$ cat src/rtl/stack_seq_pkg.sv
package stack_seq_pkg;

    typedef enum logic [1:0] {
        K_SAVE     = 2'd0,
        K_REST     = 2'd1,
        K_REST_RET = 2'd2,
        K_REST_RZ  = 2'd3
    } kind_e;

    typedef enum logic [2:0] {
        U_STORE = 3'd0,
        U_LOAD  = 3'd1,
        U_SPADD = 3'd2,
        U_ZERO  = 3'd3,
        U_RET   = 3'd4
    } uop_e;

    typedef enum logic [1:0] {
        PH_XFER = 2'd0,
        PH_ZERO = 2'd1,
        PH_SP   = 2'd2,
        PH_RET  = 2'd3
    } phase_e;

    localparam int NSLOT     = 13;
    localparam int LAST_SLOT = NSLOT - 1;

    // slot 0 is transferred first; the set for a selector is always a suffix
    function automatic logic [4:0] slot_reg(input logic [3:0] slot);
        logic [4:0] r;
        if (slot < 4'd10)       r = 5'd27 - 5'(slot);
        else if (slot == 4'd10) r = 5'd9;
        else if (slot == 4'd11) r = 5'd8;
        else                    r = 5'd1;
        return r;
    endfunction

endpackage

$ cat src/rtl/frame_decode.sv
module frame_decode
    import stack_seq_pkg::*;
#(
    parameter int XLEN  = 32,
    parameter int ADJ_W = 8
) (
    input  logic [3:0]       rlist,
    input  logic [ADJ_W-1:0] adj,
    output logic             legal,
    output logic [3:0]       first_slot
);
    localparam int MAX_ADJ = (XLEN == 64) ? 160 : 112;

    logic rlist_ok;
    logic adj_ok;

    always_comb begin
        rlist_ok = (rlist >= 4'd4);
        adj_ok   = (adj[3:0] == 4'd0) && (adj != '0) && (int'(adj) <= MAX_ADJ);
        legal    = rlist_ok && adj_ok;
        if (rlist == 4'd4)       first_slot = 4'(LAST_SLOT);
        else if (rlist == 4'd15) first_slot = 4'd0;
        else                     first_slot = 4'd0 - rlist;  // 16 - code
    end

endmodule

$ cat src/rtl/uop_walker.sv
module uop_walker
    import stack_seq_pkg::*;
#(
    parameter int XLEN  = 32,
    parameter int ADJ_W = 8,
    parameter int IMM_W = 12
) (
    input  logic             clk,
    input  logic             rst_n,
    input  logic             start,
    input  kind_e            start_kind,
    input  logic [ADJ_W-1:0] start_adj,
    input  logic [3:0]       start_slot,
    input  logic             uop_ready,
    output logic             busy,
    output logic             uop_valid,
    output uop_e             uop_op,
    output logic [4:0]       uop_reg,
    output logic [IMM_W-1:0] uop_imm,
    output logic             seq_done
);
    localparam int WB = XLEN / 8;
    localparam logic [IMM_W-1:0] WB_I = IMM_W'(WB);

    typedef struct packed {
        logic             busy;
        kind_e            kind;
        logic [ADJ_W-1:0] adj;
        logic [3:0]       slot;
        phase_e           phase;
        logic [IMM_W-1:0] off;
    } walk_t;

    walk_t st_q, st_d;
    logic  last;
    logic  fire;
    logic  has_ret;

    always_comb begin
        has_ret = (st_q.kind == K_REST_RET) || (st_q.kind == K_REST_RZ);
        last    = (st_q.phase == PH_RET) || ((st_q.phase == PH_SP) && !has_ret);
        fire    = st_q.busy && uop_ready;

        uop_valid = st_q.busy;
        uop_op    = U_RET;
        uop_reg   = 5'd1;
        uop_imm   = '0;
        unique case (st_q.phase)
            PH_XFER: begin
                uop_op  = (st_q.kind == K_SAVE) ? U_STORE : U_LOAD;
                uop_reg = slot_reg(st_q.slot);
                uop_imm = st_q.off;
            end
            PH_ZERO: begin
                uop_op  = U_ZERO;
                uop_reg = 5'd10;
            end
            PH_SP: begin
                uop_op  = U_SPADD;
                uop_reg = 5'd2;
                uop_imm = (st_q.kind == K_SAVE) ? (IMM_W'(0) - IMM_W'(st_q.adj))
                                                : IMM_W'(st_q.adj);
            end
            default: begin
                uop_op  = U_RET;
                uop_reg = 5'd1;
            end
        endcase
        seq_done = fire && last;

        st_d = st_q;
        if (!st_q.busy) begin
            if (start) begin
                st_d.busy  = 1'b1;
                st_d.kind  = start_kind;
                st_d.adj   = start_adj;
                st_d.slot  = start_slot;
                st_d.phase = PH_XFER;
                st_d.off   = (start_kind == K_SAVE) ? (IMM_W'(0) - WB_I)
                                                    : (IMM_W'(start_adj) - WB_I);
            end
        end else if (fire) begin
            unique case (st_q.phase)
                PH_XFER: begin
                    if (st_q.slot == 4'(LAST_SLOT)) begin
                        st_d.phase = (st_q.kind == K_REST_RZ) ? PH_ZERO : PH_SP;
                    end else begin
                        st_d.slot = st_q.slot + 4'd1;
                        st_d.off  = st_q.off - WB_I;
                    end
                end
                PH_ZERO: st_d.phase = PH_SP;
                PH_SP: begin
                    if (has_ret) st_d.phase = PH_RET;
                    else         st_d.busy  = 1'b0;
                end
                default: st_d.busy = 1'b0;
            endcase
        end
    end

    always_ff @(posedge clk) begin
        if (!rst_n) begin
            st_q <= '{busy: 1'b0, kind: K_SAVE, adj: '0, slot: '0,
                      phase: PH_XFER, off: '0};
        end else begin
            st_q <= st_d;
        end
    end

    assign busy = st_q.busy;


    uop_hold_chk: assert property (@(posedge clk) disable iff (!rst_n)
        (uop_valid && !uop_ready) |=> (uop_valid && $stable(uop_op)
                                       && $stable(uop_reg) && $stable(uop_imm)));


    offset_step_chk: assert property (@(posedge clk) disable iff (!rst_n)
        (fire && st_q.phase == PH_XFER) |=>
            (st_q.phase != PH_XFER) || (uop_imm == $past(uop_imm) - WB_I));


    reg_descend_chk: assert property (@(posedge clk) disable iff (!rst_n)
        (fire && st_q.phase == PH_XFER) |=>
            (st_q.phase != PH_XFER) || (uop_reg < $past(uop_reg)));


    ret_follows_sp_chk: assert property (@(posedge clk) disable iff (!rst_n)
        (fire && uop_op == U_SPADD && has_ret) |=> (uop_valid && uop_op == U_RET));


    done_idle_chk: assert property (@(posedge clk) disable iff (!rst_n)
        seq_done |=> !uop_valid);

endmodule

$ cat src/rtl/stack_seq.sv
module stack_seq
    import stack_seq_pkg::*;
#(
    parameter int XLEN  = 32,
    parameter int ADJ_W = 8,
    parameter int IMM_W = 12
) (
    input  logic             clk,
    input  logic             rst_n,
    input  logic             req_valid,
    input  logic [1:0]       req_kind,
    input  logic [3:0]       req_rlist,
    input  logic [ADJ_W-1:0] req_adj,
    output logic             req_ready,
    output logic             req_illegal,
    output logic             uop_valid,
    input  logic             uop_ready,
    output logic [2:0]       uop_op,
    output logic [4:0]       uop_reg,
    output logic [IMM_W-1:0] uop_imm,
    output logic             seq_done
);
    logic       legal;
    logic [3:0] first_slot;
    logic       busy;
    logic       accept;
    logic       start;
    uop_e       op_e;

    frame_decode #(.XLEN(XLEN), .ADJ_W(ADJ_W)) u_dec (
        .rlist      (req_rlist),
        .adj        (req_adj),
        .legal      (legal),
        .first_slot (first_slot)
    );

    always_comb begin
        req_ready   = !busy;
        accept      = req_valid && req_ready;
        start       = accept && legal;
        req_illegal = accept && !legal;
    end

    uop_walker #(.XLEN(XLEN), .ADJ_W(ADJ_W), .IMM_W(IMM_W)) u_walk (
        .clk        (clk),
        .rst_n      (rst_n),
        .start      (start),
        .start_kind (kind_e'(req_kind)),
        .start_adj  (req_adj),
        .start_slot (first_slot),
        .uop_ready  (uop_ready),
        .busy       (busy),
        .uop_valid  (uop_valid),
        .uop_op     (op_e),
        .uop_reg    (uop_reg),
        .uop_imm    (uop_imm),
        .seq_done   (seq_done)
    );

    assign uop_op = op_e;


    illegal_idle_chk: assert property (@(posedge clk) disable iff (!rst_n)
        req_illegal |=> (req_ready && !uop_valid));


    start_busy_chk: assert property (@(posedge clk) disable iff (!rst_n)
        (req_valid && req_ready && !req_illegal) |=> (!req_ready && uop_valid));

endmodule

$ cat config.mk
export PLATFORM = sky130hd
export DESIGN_NAME = stack_seq
export DESIGN_NICKNAME = d
export VERILOG_FILES = /design/src/rtl/stack_seq_pkg.sv /design/src/rtl/frame_decode.sv /design/src/rtl/uop_walker.sv /design/src/rtl/stack_seq.sv
export SDC_FILE = /design/constraint.sdc
export NUM_CORES = 1
export LEC_CHECK = 0
export ABC_AREA = 1
export BUFFER_PORTS_ARGS = -buffer_cell sky130_fd_sc_hd__buf_4
export CAP_MARGIN = 40
export CORE_ASPECT_RATIO = 1.2
export CORE_MARGIN = 4
export CORE_UTILIZATION = 40
export DETAILED_ROUTE_END_ITERATION = 8
export GPL_TIMING_DRIVEN = 0
export PLACE_DENSITY = 0.64
export SETUP_SLACK_MARGIN = 0.05
export SYNTH_ARGS = -nofsm -noshare
export SYNTH_HDL_FRONTEND = slang
export SYNTH_SLANG_ARGS = --single-unit
$ cat constraint.sdc
create_clock -name clk -period 1.8 [get_ports clk]
set_input_delay 0.36 -clock clk [delete_from_list [all_inputs] [get_ports clk]]
set_output_delay 0.36 -clock clk [all_outputs]
set_load 0.02 [all_outputs]
Yosys cells after proc, flatten, opt, wreduce, memory -nomap -nowiden
Cells that the tools add are included.

word-level totals
  bits of input ports = 18
  logic and storage cells = 82
  output and inout bits = 24
  bits in registers = 29

cells by class
  $lt $le $gt $ge = 3
  equality and inequality tests = 16
  muxes and demuxes = 26
  bitwise operators = 1
  reductions and logical operators = 24
  add/sub/neg operators = 6

operators by type and width
  operator               number
  $mux 12                4
  $mux 18                2
  $mux 29                1
  $pmux 12 s2            1
  $mux 4                 5
  $eq 4x4->1 const B     4
  $pmux 5 s3             1
  $sub 12x3->12 const B  1
  $mux 5                 2
  $logic_and 1x1->1      9
  $pmux 3 s3             1
  $sub 1x8->9 const A    1
  $sub 8x3->9 const B    1
  $eq 2x2->1 const B     4
  $le 8x7->1 const B     1
  $reduce_bool 8->1      1
  $logic_not 2->1        3
  $mux 2                 3
  $ne 2x2->1 const B     3
  $ne 3x3->1 const B     2
  $pmux 2 s3             1
  $reduce_and 5->1       1
  $sub 5x4->5 const A    1
  $add 4x1->4 const B    1
  16 further kinds       22

Logic depth before layout (Yosys ltp)
  depth after elaboration = 7
  gate-level depth with buffers = 12
  depth with buffers taken out = 11

Hierarchy
From an unflattened synthesis, not the netlist that was laid out.

second synthesis, totals
  cell total of the unflattened synthesis = 366
  area total of the unflattened synthesis = 2367.3 µm²

by module, submodules not included
  module        cells each  times used  sequential area each (µm²)  area each (µm²)
  uop_walker    333         1           580.6                       2213.4
  frame_decode  28          1           0.0                         132.6
  stack_seq     5           1           0.0                         21.3

Worst setup path before layout
No wires, ideal clock.

  path kind = reg-to-output
  start = register u_walk.st_q[16] (netlist name)
  end = output uop_reg[2]
  setup slack = -0.161 ns
  cell stages (with the launch flop) = 6
  buffers on the path = 0
  arrival = 1.601 ns
  cell sequence = dfxtp_1 inv_1 ha_1 a21oi_1 inv_1 nor4_1

on the way
  cells in the longest elaborated chain, start to end = 4
  elaborated cells on any way between the ends = 6
  classes of those cells = add/sub: 1; order compare: 1; eq/ne: 1; mux: 3

RTL lines
  element                                                              line                 source
  start, declared                                                      uop_walker.sv:34     walk_t st_q, st_d;
  start signal, assigned                                               uop_walker.sv:104    st_q <= '{busy: 1'b0, kind: K_SAVE, adj: '0, slot: '0,
  start signal, assigned                                               uop_walker.sv:107    st_q <= st_d;
  parallel branches: the longest is 2 deep, another holds $sub 5x4->5  n/a
  $mux 5 *                                                             stack_seq_pkg.sv:31  if (slot < 4'd10) r = 5'd27 - 5'(slot);
  $pmux 5 s3 *                                                         uop_walker.sv:48     unique case (st_q.phase)
  end, declared                                                        stack_seq.sv:19      output logic [4:0] uop_reg,

Mark *: on every way between the ends.

Worst setup path after layout
  start = register u_walk.st_q[18] (netlist name)
  end = output uop_imm[9]

on the way
  cells in the longest elaborated chain, start to end = 3

RTL lines
  element        line              source
  $sub 1x8->9    uop_walker.sv:61  uop_imm = (st_q.kind == K_SAVE) ? (IMM_W'(0) - IMM_W'(st_q.adj))
  $mux 12        uop_walker.sv:61
  $pmux 12 s2    uop_walker.sv:48
  end, declared  stack_seq.sv:20   output logic [IMM_W-1:0] uop_imm,

Every way passes these cells.

==> results.py <==
metrics = {
    "status": {
        "outcome": "finished with violations",
        "violations_in_the_final_reports": "negative setup slack",
    },
    "critical_path": {
        "crit_path_start_kind": "register",
        "cp.arrival_ps": 1620,
        "critical_path_peak_fanout": 4,
        "crit_type": "reg2out",
        "ff2ff_path_depth": 12,
        "cp_data_required_time_ps": 1440,
        "cp-end-kind": "output pin",
    },
    "logic_synthesis": {
        "synthesis.area_um2": 2240,
        "synth_warnings": 0,
        "async_set_reset_flop_share_out_of_synthesis_pct": 0,
        "ys.flop_type": "sky130_fd_sc_hd__dfxtp_1",
        "netlist_instances": 370,
        "part_of_the_yosys_area_used_for_sequential_elements_pct": 25.9,
        "synth.net_count": 404,
        "count_of_flip_flops_with_a_built_in_enable_after_synthesis": 0,
        "syn-mean-instance-area_um2": 6.06,
        "synth-seq-cells": 29,
        "synth.lib_cells_used.distinct": 29,
    },
    "timing": {
        "setup_violations": 14,
        "finalMaxSlewViolations": 0,
        "finalWorstSetupSlack_ps": -179,
        "hold_viol": 0,
        "rsz0062_at_grt": "yes",
        "worst_clock_skew_ps": 2.81,
        "finalHoldWorstSlack_ps": 343,
        "worst_slew_pin_slew_ps": 568,
        "fin_crit_sh_pct": 110,
        "achievable-frequency_mhz": 505,
        "period_minus_slack_ps": 1980,
        "slew_headroom_pct": 62.2,
    },
    "finish": {
        "final_layout_size_suffix_gt1_share_pct": 34.4,
        "layout.cell_area.non_filler_um2": 3380,
        "finish.utilization_pct": 62.9,
        "areaGrowthSynthToFinish_pct": 50.5,
        "filler_cell_count": 469,
        "antennaDiodeCount": 0,
        "num-nets-final": 478,
    },
    "die": {
        "dieWidth_um": 76.4,
        "core.rowCount": 29,
        "fp.dieArea_um2": 6880,
        "die-height_um": 90.0,
        "ios": 42,
        "initial_core_util_pct": 41.8,
        "fp.coreArea_um2": 5370,
    },
    "global_routing": {
        "grt_first_pass_wirelength_um": 12200,
        "grt_pass1_vias": 2562,
        "grt_usage_pct": 21.7,
        "grt_antenna_before_repair": 0,
        "grt_remaining_overflow": 0,
        "grt_max_degree": 11,
    },
    "placement": {
        "hpwl_after_dpl_um": 5040,
        "placedInstanceArea_um2": 2630,
        "finalWeightedCongestion": 0.854,
        "numPortBuffers": 41,
        "dp_slack_ps": -381,
    },
    "clock_network": {
        "clock_slew_at_the_register_clock_pins_of_the_worst_setup_and_hold_paths_ps": 60,
        "clock_tree_from_tritoncts": "done",
        "htree_num_levels": 2,
        "clock_tree.root_cell": "sky130_fd_sc_hd__clkbuf_8",
        "clock_insertion_delay_at_the_later_pin_of_the_skew_report_ps": 280,
        "ctsHoldBuffers": 0,
        "cts_sinks": 29,
        "cts-buffers-inserted": 5,
        "cts.path.max_buffers": 2,
    },
    "routing": {
        "wl_um": 7490,
        "drt_drc_violations_left": 0,
        "detail_route.iter0.violations": 127,
        "routed_antenna_nets": 0,
        "via_per_inst": 5.31,
        "dr_total_vias": 2693,
        "drt-wirelength-per-cell_um": 14.8,
        "drtPass1Iterations": 4,
    },
    "job": {
        "drv_cap": 0,
    },
    "pwr": {
        "switching_share_pct": 28.7,
        "power_report.internal_total_w": 0.00100,
        "max-vdd-ir-drop_mv": 0.314,
        "power_density_nw_per_um2": 418,
        "p_comb_share_pct": 15.9,
        "share_seq_of_total_power_pct": 46.2,
        "power.net_switching_w": 0.000405,
        "power.clock.fraction_pct": 37.9,
        "p_leak_nw": 1.62,
    },
    "min_path": {
        "holdCritPathClass": "in2reg",
        "timing.hold.worst_path_depth": 3,
    },
}
-- state kept, by name (all words and copies together), names as in the netlist --
register	cells
u_walk.st_q	28
u_walk.busy	1
-- stage by stage --
stage | std cells | power (W) | setup TNS [ps]
detailed placement | 473 | 0.000865 | -5980
CTS | 500 | 0.00140 | -1740
global route | 507 | 0.00147 | -2580
floorplan | 370 | 0.000785 | -321
global placement | 473 | 0.000863 | -5400
finish | 507 | 0.00141 | -1390
-- area by class of cell --
class                           instances  area (um2)  area share [%]
Timing Repair Buffer                   68         569            16.9
Clock buffer                            6        72.6            2.15
Buffer                                  9        82.6            2.45
Inverter                               55         231            6.86
Sequential cell                        29         599            17.8
Tap cell                               62        77.6            2.30
Multi-Input combinational cell        276        1730            51.3
Clock inverter                          2        10.0           0.297
-- per-layer routing --
metal  GRT usage (%)  vias to the layer above  share of wire, %
li1                -                     1343                 -
met1            26.1                     1243                42
met2            37.5                       91                50
met3            5.30                       16               5.7
met4            7.25                        0               1.8
met5               0                        -                 0
-- kinds of logic after synthesis --
| kind of cell | Yosys count | synth area share, % |
|---|---|---|
| simple gates | 188 | 35.9 |
| compound gates | 69 | 16.3 |
| buf+inv | 65 | 11.8 |
| flops | 29 | 25.9 |
| fa+ha+maj | 16 | 8.92 |
| xor+xnor | 3 | 1.17 |
-- cell usage after synthesis (all sizes together) (2+ instances only) --
| cell | count | area (um2) |
|---|---|---|
| nand2 | 82 | 323 |
| nor2 | 63 | 239 |
| inv | 54 | 203 |
| o21ai | 34 | 170 |
| dfxtp | 29 | 581 |
| nand3 | 27 | 135 |
| a21oi | 25 | 125 |
| ha | 16 | 200 |
| buf | 7 | 46.3 |
| nor3 | 7 | 35.0 |
| nand4 | 5 | 46.3 |
| o22ai | 5 | 31.3 |
| clkbuf | 3 | 11.3 |
| xor2 | 3 | 26.3 |
| nor4 | 2 | 12.5 |
-- cell usage in the layout, fill, tap and decap left out, types with 8 or more instances in the layout --
cell                      Yosys  final
sky130_fd_sc_hd__nand2_1     80     76
sky130_fd_sc_hd__buf_4        0     56
sky130_fd_sc_hd__nor2_1      62     51
sky130_fd_sc_hd__inv_1       51     41
sky130_fd_sc_hd__o21ai_0     34     23
sky130_fd_sc_hd__nand3_1     27     23
sky130_fd_sc_hd__a21oi_1     25     21
sky130_fd_sc_hd__dfxtp_1     29     20
sky130_fd_sc_hd__buf_6        2     14
sky130_fd_sc_hd__o21ai_1      0      9
sky130_fd_sc_hd__ha_1        16      9
sky130_fd_sc_hd__nor2_2       1      8
-- critical path, cell delays in order (launching register included) --
cell and delay [ps]:
sky130_fd_sc_hd__dfxtp_1 310, sky130_fd_sc_hd__inv_2 80, sky130_fd_sc_hd__ha_4 150, sky130_fd_sc_hd__nand3_4 90, sky130_fd_sc_hd__nor2_4 90, sky130_fd_sc_hd__nand2_2 70
sky130_fd_sc_hd__o31ai_4 270, sky130_fd_sc_hd__o21ai_1 110, sky130_fd_sc_hd__buf_4 170
-- power by group through the flow --
stage | logic, W | registers (W) | clock network, W
final | 0.000224 | 0.000652 | 0.000534
after global routing | 0.000252 | 0.000653 | 0.000568
after CTS | 0.000209 | 0.000651 | 0.000543
after detailed placement | 0.000196 | 0.000669 | 0
after global placement | 0.000194 | 0.000669 | 0
after floorplan | 0.000117 | 0.000668 | 0
-- final timing paths --
| path | slack (ps) | startpoint | end |
|---|---|---|---|
| setup / recovery | -180 | u_walk.st_q[18] | uop_imm[9] |
| hold / removal | 340 | req_kind[0] | u_walk.st_q[26] |
| setup reg to reg | 190 | u_walk.st_q[13] | u_walk.st_q[16] |
| hold reg to reg | 510 | u_walk.st_q[26] | u_walk.st_q[26] |
-- repair_timing --
item                       4_1_cts  5_1_grt
setup endpoints to repair       36       32
cloned                           1        0
pin swaps                        7       11
gates resized for setup         84       38
setup buffers                   19        7
Power figures use the tool's default switching activity.
